$ cat src/rtl/rst_seq_pkg.sv
package rst_seq_pkg;

    typedef enum logic [2:0] {
        ST_HW_HOLD  = 3'd0,
        ST_HW_LOCK  = 3'd1,
        ST_RUN      = 3'd2,
        ST_SW_PULSE = 3'd3,
        ST_RUN_RST  = 3'd4
    } seq_state_e;

    typedef enum logic [1:0] {
        CAUSE_HW  = 2'd1,
        CAUSE_SW  = 2'd2,
        CAUSE_RUN = 2'd3
    } rst_cause_e;

endpackage

$ cat src/rtl/rst_seq_sync.sv
module rst_seq_sync #(
    parameter int STAGES  = 2,
    parameter bit RST_VAL = 1'b0
) (
    input  logic clk,
    input  logic arst_n,
    input  logic d,
    output logic q
);
    logic [STAGES-1:0] chain_q;

    always_ff @(posedge clk or negedge arst_n) begin
        if (!arst_n) begin
            chain_q <= {STAGES{RST_VAL}};
        end else begin
            chain_q <= {chain_q[STAGES-2:0], d};
        end
    end

    assign q = chain_q[STAGES-1];

    initial begin
        AST_SYNC_DEPTH: assert (STAGES >= 2);
    end
endmodule

$ cat src/rtl/rst_seq_ctl.sv
module rst_seq_ctl #(
    parameter int CTL_W = 8
) (
    input  logic             clk,
    input  logic             rst_n,
    input  logic             wr,
    input  logic [CTL_W-1:0] wdata,
    input  logic             sw_clr,
    output logic [CTL_W-1:0] rdata,
    output logic             sw_req
);
    logic req_q;

    always_ff @(posedge clk or negedge rst_n) begin
        if (!rst_n) begin
            req_q <= 1'b0;
        end else if (wr && wdata[0]) begin
            req_q <= 1'b1;
        end else if (sw_clr) begin
            req_q <= 1'b0;
        end
    end

    generate
        if (CTL_W > 1) begin : g_upper
            logic [CTL_W-1:1] upper_q;
            always_ff @(posedge clk or negedge rst_n) begin
                if (!rst_n) begin
                    upper_q <= '0;
                end else if (wr) begin
                    upper_q <= wdata[CTL_W-1:1];
                end
            end
            assign rdata = {upper_q, req_q};
        end else begin : g_bit_only
            assign rdata = req_q;
        end
    endgenerate

    assign sw_req = req_q;

    AST_CLR_NEEDS_REQ: assert property (@(posedge clk) disable iff (!rst_n)
        sw_clr |-> req_q);
endmodule

$ cat src/rtl/rst_seq_fsm.sv
module rst_seq_fsm
    import rst_seq_pkg::*;
#(
    parameter int LOCK_CYCLES = 4096,
    parameter int SW_TICKS    = 2,
    parameter int SYNC_STAGES = 2
) (
    input  logic       clk,
    input  logic       rst_n,
    input  logic       pclk_tick,
    input  logic       sense_n,
    input  logic       sw_req,
    output logic       sw_clr,
    output logic       core_rst_n,
    output logic       pll_rst,
    output logic       drive_en,
    output logic [1:0] cause
);
    localparam int CNT_LIM = (LOCK_CYCLES > SW_TICKS) ? LOCK_CYCLES : SW_TICKS;
    localparam int CNT_W   = $clog2(CNT_LIM + 1);
    localparam int BLK_W   = $clog2(SYNC_STAGES + 1);
    localparam logic [CNT_W-1:0] LOCK_LAST = CNT_W'(LOCK_CYCLES - 1);
    localparam logic [CNT_W-1:0] SW_LAST   = CNT_W'(SW_TICKS - 1);
    localparam logic [BLK_W-1:0] BLK_INIT  = BLK_W'(SYNC_STAGES);

    seq_state_e       state_q, state_d;
    logic [CNT_W-1:0] cnt_q, cnt_d;
    logic [BLK_W-1:0] blank_q, blank_d;
    rst_cause_e       cause_q, cause_d;

    // state register
    always_ff @(posedge clk or negedge rst_n) begin
        if (!rst_n) begin
            state_q <= ST_HW_HOLD;
            cnt_q   <= '0;
            blank_q <= '0;
            cause_q <= CAUSE_HW;
        end else begin
            state_q <= state_d;
            cnt_q   <= cnt_d;
            blank_q <= blank_d;
            cause_q <= cause_d;
        end
    end

    // transitions
    always_comb begin
        state_d = state_q;
        cnt_d   = cnt_q;
        blank_d = blank_q;
        cause_d = cause_q;
        sw_clr  = 1'b0;
        unique case (state_q)
            ST_HW_HOLD: begin
                state_d = ST_HW_LOCK;
                cnt_d   = '0;
            end
            ST_HW_LOCK: begin
                if (cnt_q == LOCK_LAST) begin
                    state_d = ST_RUN;
                    cnt_d   = '0;
                    blank_d = BLK_INIT;
                end else begin
                    cnt_d = cnt_q + 1'b1;
                end
            end
            ST_RUN: begin
                if (blank_q != '0) begin
                    blank_d = blank_q - 1'b1;
                end
                if (blank_q == '0 && !sense_n) begin
                    state_d = ST_RUN_RST;
                    cause_d = CAUSE_RUN;
                end else if (sw_req) begin
                    state_d = ST_SW_PULSE;
                    cnt_d   = '0;
                    cause_d = CAUSE_SW;
                end
            end
            ST_SW_PULSE: begin
                if (pclk_tick) begin
                    if (cnt_q == SW_LAST) begin
                        state_d = ST_RUN;
                        cnt_d   = '0;
                        blank_d = BLK_INIT;
                        sw_clr  = 1'b1;
                    end else begin
                        cnt_d = cnt_q + 1'b1;
                    end
                end
            end
            ST_RUN_RST: begin
                if (sense_n) begin
                    state_d = ST_RUN;
                end
            end
            default: begin
                state_d = ST_HW_HOLD;
            end
        endcase
    end

    // outputs
    always_comb begin
        core_rst_n = 1'b0;
        pll_rst    = 1'b0;
        drive_en   = 1'b0;
        unique case (state_q)
            ST_HW_HOLD: begin
                pll_rst  = 1'b1;
                drive_en = 1'b1;
            end
            ST_HW_LOCK:  drive_en   = 1'b1;
            ST_RUN:      core_rst_n = 1'b1;
            ST_SW_PULSE: drive_en   = 1'b1;
            ST_RUN_RST:  drive_en   = 1'b0;
            default:     pll_rst    = 1'b1;
        endcase
    end

    assign cause = cause_q;

    AST_CNT_IN_RANGE: assert property (@(posedge clk) disable iff (!rst_n)
        cnt_q < CNT_W'(CNT_LIM));
    AST_LOCK_STARTS_ZERO: assert property (@(posedge clk) disable iff (!rst_n)
        (state_q == ST_HW_LOCK && $past(state_q) != ST_HW_LOCK) |-> ($past(state_q) == ST_HW_HOLD && cnt_q == '0));
    AST_SW_ENDS_ON_TICK: assert property (@(posedge clk) disable iff (!rst_n)
        ($past(state_q) == ST_SW_PULSE && state_q == ST_RUN) |-> $past(pclk_tick));
    AST_SENSE_BLANKED: assert property (@(posedge clk) disable iff (!rst_n)
        (state_q == ST_RUN_RST && $past(state_q) != ST_RUN_RST) |-> ($past(state_q) == ST_RUN && $past(blank_q) == '0));
endmodule

$ cat src/rtl/rst_sequencer.sv
module rst_sequencer
    import rst_seq_pkg::*;
#(
    parameter int LOCK_CYCLES = 4096,
    parameter int SW_TICKS    = 2,
    parameter int SYNC_STAGES = 2,
    parameter int CTL_W       = 8
) (
    input  logic             clk,
    input  logic             rst_pin_n,
    input  logic             pclk_tick,
    input  logic             ctl_wr,
    input  logic [CTL_W-1:0] ctl_wdata,
    output logic [CTL_W-1:0] ctl_rdata,
    input  logic             rstout_i,
    output logic             rstout_n_o,
    output logic             rstout_oe,
    output logic             core_rst_n,
    output logic             pll_rst,
    output logic [1:0]       rst_cause
);
    logic rst_sys_n;
    logic sense_n;
    logic sw_req;
    logic sw_clr;
    logic drive_en;

    rst_seq_sync #(.STAGES(SYNC_STAGES), .RST_VAL(1'b0)) i_pin_sync (
        .clk    (clk),
        .arst_n (rst_pin_n),
        .d      (1'b1),
        .q      (rst_sys_n)
    );

    rst_seq_sync #(.STAGES(SYNC_STAGES), .RST_VAL(1'b1)) i_sense_sync (
        .clk    (clk),
        .arst_n (rst_sys_n),
        .d      (rstout_i),
        .q      (sense_n)
    );

    rst_seq_ctl #(.CTL_W(CTL_W)) i_ctl (
        .clk    (clk),
        .rst_n  (rst_sys_n),
        .wr     (ctl_wr),
        .wdata  (ctl_wdata),
        .sw_clr (sw_clr),
        .rdata  (ctl_rdata),
        .sw_req (sw_req)
    );

    rst_seq_fsm #(
        .LOCK_CYCLES (LOCK_CYCLES),
        .SW_TICKS    (SW_TICKS),
        .SYNC_STAGES (SYNC_STAGES)
    ) i_fsm (
        .clk        (clk),
        .rst_n      (rst_sys_n),
        .pclk_tick  (pclk_tick),
        .sense_n    (sense_n),
        .sw_req     (sw_req),
        .sw_clr     (sw_clr),
        .core_rst_n (core_rst_n),
        .pll_rst    (pll_rst),
        .drive_en   (drive_en),
        .cause      (rst_cause)
    );

    assign rstout_oe  = drive_en;
    assign rstout_n_o = !drive_en;

    AST_PLL_ONLY_HW: assert property (@(posedge clk) disable iff (!rst_sys_n)
        !pll_rst |=> !pll_rst);
    AST_SW_BIT_SELFCLR: assert property (@(posedge clk) disable iff (!rst_sys_n)
        ($rose(core_rst_n) && rst_cause == CAUSE_SW && !$past(ctl_wr)) |-> !ctl_rdata[0]);
    AST_RUNRST_NO_DRIVE: assert property (@(posedge clk) disable iff (!rst_sys_n)
        (rst_cause == CAUSE_RUN && !core_rst_n) |-> !rstout_oe);
    AST_SW_DRIVES_PAD: assert property (@(posedge clk) disable iff (!rst_sys_n)
        (rst_cause == CAUSE_SW && !core_rst_n) |-> (rstout_oe && !rstout_n_o));
endmodule

$ cat config.mk
export PLATFORM = sky130hd
export DESIGN_NAME = rst_sequencer
export DESIGN_NICKNAME = d
export VERILOG_FILES = /design/src/rtl/rst_seq_pkg.sv /design/src/rtl/rst_seq_sync.sv /design/src/rtl/rst_seq_ctl.sv /design/src/rtl/rst_seq_fsm.sv /design/src/rtl/rst_sequencer.sv
export SDC_FILE = /design/constraint.sdc
export NUM_CORES = 1
export LEC_CHECK = 0
export BUFFER_PORTS_ARGS = -buffer_cell sky130_fd_sc_hd__buf_2
export CORE_ASPECT_RATIO = 1.75
export CORE_UTILIZATION = 50
export CTS_CLUSTER_SIZE = 30
export DETAILED_ROUTE_END_ITERATION = 8
export GPL_TIMING_DRIVEN = 0
export PLACE_DENSITY_LB_ADDON = 0.2
export SLEW_MARGIN = 20
export SYNTH_ARGS = -nofsm -noshare
export SYNTH_HDL_FRONTEND = slang
export SYNTH_HIERARCHICAL = 1
export SYNTH_SLANG_ARGS = --single-unit
$ cat constraint.sdc
create_clock -name clk -period 2.9 [get_ports clk]
set_clock_uncertainty 0.15 [all_clocks]
set_input_delay 0.435 -clock clk [delete_from_list [all_inputs] [get_ports clk]]
set_output_delay 0.435 -clock clk [all_outputs]
set_load 0.02 [all_outputs]
==> reports/metrics.yaml <==
cp.arrival_ns: 2.27
grt_busiest_layer: "met2"
fin_ws_ns: 0.6511
yosysWarnings: 6
cts_sinks: 32
hold_path_class: "input port to flip-flop"
area_growth_pct: 17.53
seq_area_frac_synth_pct: 47.35
core_um2: 3176
clockBufferDepth: 2
p_leak_nw: 0.9144
ant_nets: 0
met1_usage_pct: 23.08
drc: 0
worstSetupStartpointType: "flip-flop"
grt_use_total_pct: 23.64
period_minus_slack_ns: 2.249
clock_latency_ns: 0.29
setup_viol: 0
io_buffers: 25
critPathRequiredTime_ns: 2.92
grt_max_degree: 31
fin_util_pct: 62.88
place_congestion: 0.8452
reg2reg_from: "i_fsm/cnt_q[0]$_DFFE_PN0P_"
dp_slack_ns: 0.6605
ir_drop_v: 0.0004886
die_area_um2: 3644
drive_gt1_share_pct: 29.29
syn-num-nets: 180
dr_total_vias: 1387
n_antenna_cell: 0
layout_common_cells: "dfrtp_1 (28), buf_2 (25), nand2_1 (16), nand3_1 (13), o21ai_0 (11)"
dp_hpwl_um: 2728
r2r_end: "i_fsm/blank_q[1]$_DFFE_PN0P_"
drt_iter0_markers: 44
maxSlewViolCount: 0
crit_fanout: 6
reg2reg_slack_ns: 0.65
worst_pin_slew_ns: 0.6745
p_int_mw: 0.9278
gr-usage-met2_pct: 43.38
root_buffer: "clkbuf_8"
start_util_pct: 53.51
synth_edf_count: 0
power_density_nw_per_um2: 695.8
wl_per_cell_um: 15.45
via_per_inst: 5.755
io_pins: 27
fin_hold_ws_ns: 0.09281
path_cells: "ha_1 -> nand4_1 -> nor3_2 -> a211oi_4 -> a211oi_2 -> mux2_1"
period_share_pct: 77.55
cp_slowest_cell: "dfrtp_1"
reg2reg_depth: 6
fill_cells: 284
cts_resized: 0
layout_commonest_cell: "dfrtp_1"
fp.dieH_um: 79.12
first_pass_iters: 6
syn_area_per_cell_um2: 10.36
antenna_found_initial: 0
routed_wl_um: 3723
htree_levels: 2
fmax_mhz: 444.7
p_comb_share_pct: 25.0
num_rows: 27
dominantRegCellSynth: "dfrtp_1"
seqPwrFrac_pct: 45.1
cts_setup_buffers: 0
power.share.clock_pct: 29.9
relSlewSlack_pct: 55.03
swShare_pct: 33.23
hold_path_startpoint: "rstout_i"
worstSetupStartpoint: "i_fsm/cnt_q[0]$_DFFE_PN0P_"
path_class: "flip-flop to flip-flop"
slowest_delay_ns: 0.44
grt_overflow: 0
drv_cap: 0
synthArstFlopShare_pct: 100.0
grt_pass1_wl_um: 6210
numCtsBuffers: 5
die_w_um: 46.07
synth_seq_cells: 32
layout.nets: 213
power_mw: 1.389
tritoncts: "built"
synth_area_um2: 1699
status: "complete, no violations"
hold_violations: 0
fin_tns_setup_ns: 0
endpoint_kind: "flip-flop"
postSynthCellCount: 164
rsz0062_at_grt: "false"
clk_pin_slew_ns: 0.07
grt_pass1_vias: 1380
p_sw_mw: 0.4617
synth_cell_types: 48
holdPathEnd: "i_sense_sync/chain_q[0]$_DFF_PN1_"
met3_usage_pct: 5.000
whs_path_depth: 1
-- registers in the layout, indices dropped and copies added, names as in the netlist --
register and cells:
i_ctl/g_upper.upper_q 7, i_ctl/sw_req 1, i_fsm/blank_q 2, i_fsm/cause 2, i_fsm/cnt_q 13, i_fsm/state_q 3, i_pin_sync/chain_q 2, i_sense_sync/chain_q 2
-- worst max-delay path: cells and delay by family, from the launching register on --
family	cells	cell delay, ns
simple gates	2	0.58
flops	1	0.44
compound gates	2	0.41
mux	1	0.34
fa+ha+maj	1	0.22
-- synthesized netlist by cell type, types with 2 or more instances --
library cell,number,area (um^2)
nand2_1,16,60.06
a31oi_1,2,12.51
nor4_1,2,12.51
buf_6,4,45.04
dfrtp_1,29,725.7
ha_1,3,37.54
mux2_4,7,105.1
clkbuf_1,2,7.510
nor3_1,6,30.03
nor2_1,10,37.54
a22oi_1,2,15.01
inv_1,9,33.78
o21ai_0,11,55.05
nor2b_1,2,12.51
nand2b_1,4,25.02
a22o_1,2,17.52
o311ai_2,2,32.53
o311ai_1,2,17.52
nand3_1,13,65.06
a21oi_1,3,15.01
dfstp_2,3,78.83
nand4_1,3,18.77
o31ai_1,2,15.01
-- per-layer routing --
metal / part of all wire, % / wire, um
met4: 2.8 / 105
met1: 36 / 1352
met5: 0 / 0
met2: 57 / 2138
met3: 3.4 / 127
-- layout make-up --
cell class                 instances  area (um^2)  share of cell area, %
clock inverter                     2        35.03                  1.754
clock buffer                       6        72.57                  3.634
inverter                           9        33.78                  1.692
tap                               43        53.80                  2.694
buffer                             8        63.81                  3.195
multi-input combinational        115        797.0                  39.91
timing repair buffer              26        135.1                  6.767
sequential                        32        805.8                  40.35
-- cell families (layout without fill, tap and decap cells) --
group	Yosys count	count (layout)	share of synthesized area [%]
AO/OA/AOI/OAI	35	35	16.27
XOR/XNOR	1	1	0.5156
other	1	1	0.2207
multiplexers	9	9	7.437
buffers and inverters	17	51	5.744
flip-flops	32	32	47.35
adder cells (fa/ha/maj)	3	3	2.209
AND/OR/NAND/NOR	66	66	20.25
-- stage by stage --
step	cell area, um^2	std cells
2_1_floorplan	1699	164
3_3_place_gp	1878	232
3_5_place_dp	1879	232
4_1_cts	1997	241
5_1_grt	1997	241
6_report	1997	241
-- what timing repair did --
action                                  CTS  global route
endpoints found under the hold margin     2             0
endpoints found under the setup margin    0             0
hold buffers                              1             0
-- worst max path at each step --
stage	to	slack [ns]
2_1_floorplan	i_fsm/blank_q[1]$_DFFE_PN0P_	0.88
3_3_place_gp	i_fsm/blank_q[1]$_DFFE_PN0P_	0.71
3_5_place_dp	i_fsm/blank_q[1]$_DFFE_PN0P_	0.66
4_1_cts	core_rst_n	0.66
5_1_grt	i_fsm/cnt_q[6]$_DFFE_PN0P_	0.51
6_report	i_fsm/blank_q[1]$_DFFE_PN0P_	0.65
-- power groups by stage --
stage	clock network (mW)	logic (mW)	registers, mW
5_1_grt	0.448	0.385	0.640
6_report	0.416	0.347	0.627
4_1_cts	0.430	0.349	0.625
2_1_floorplan	0	0.242	0.625
3_5_place_dp	0	0.343	0.632
3_3_place_gp	0	0.320	0.621
No activity file was read; power rests on OpenSTA's default activity.
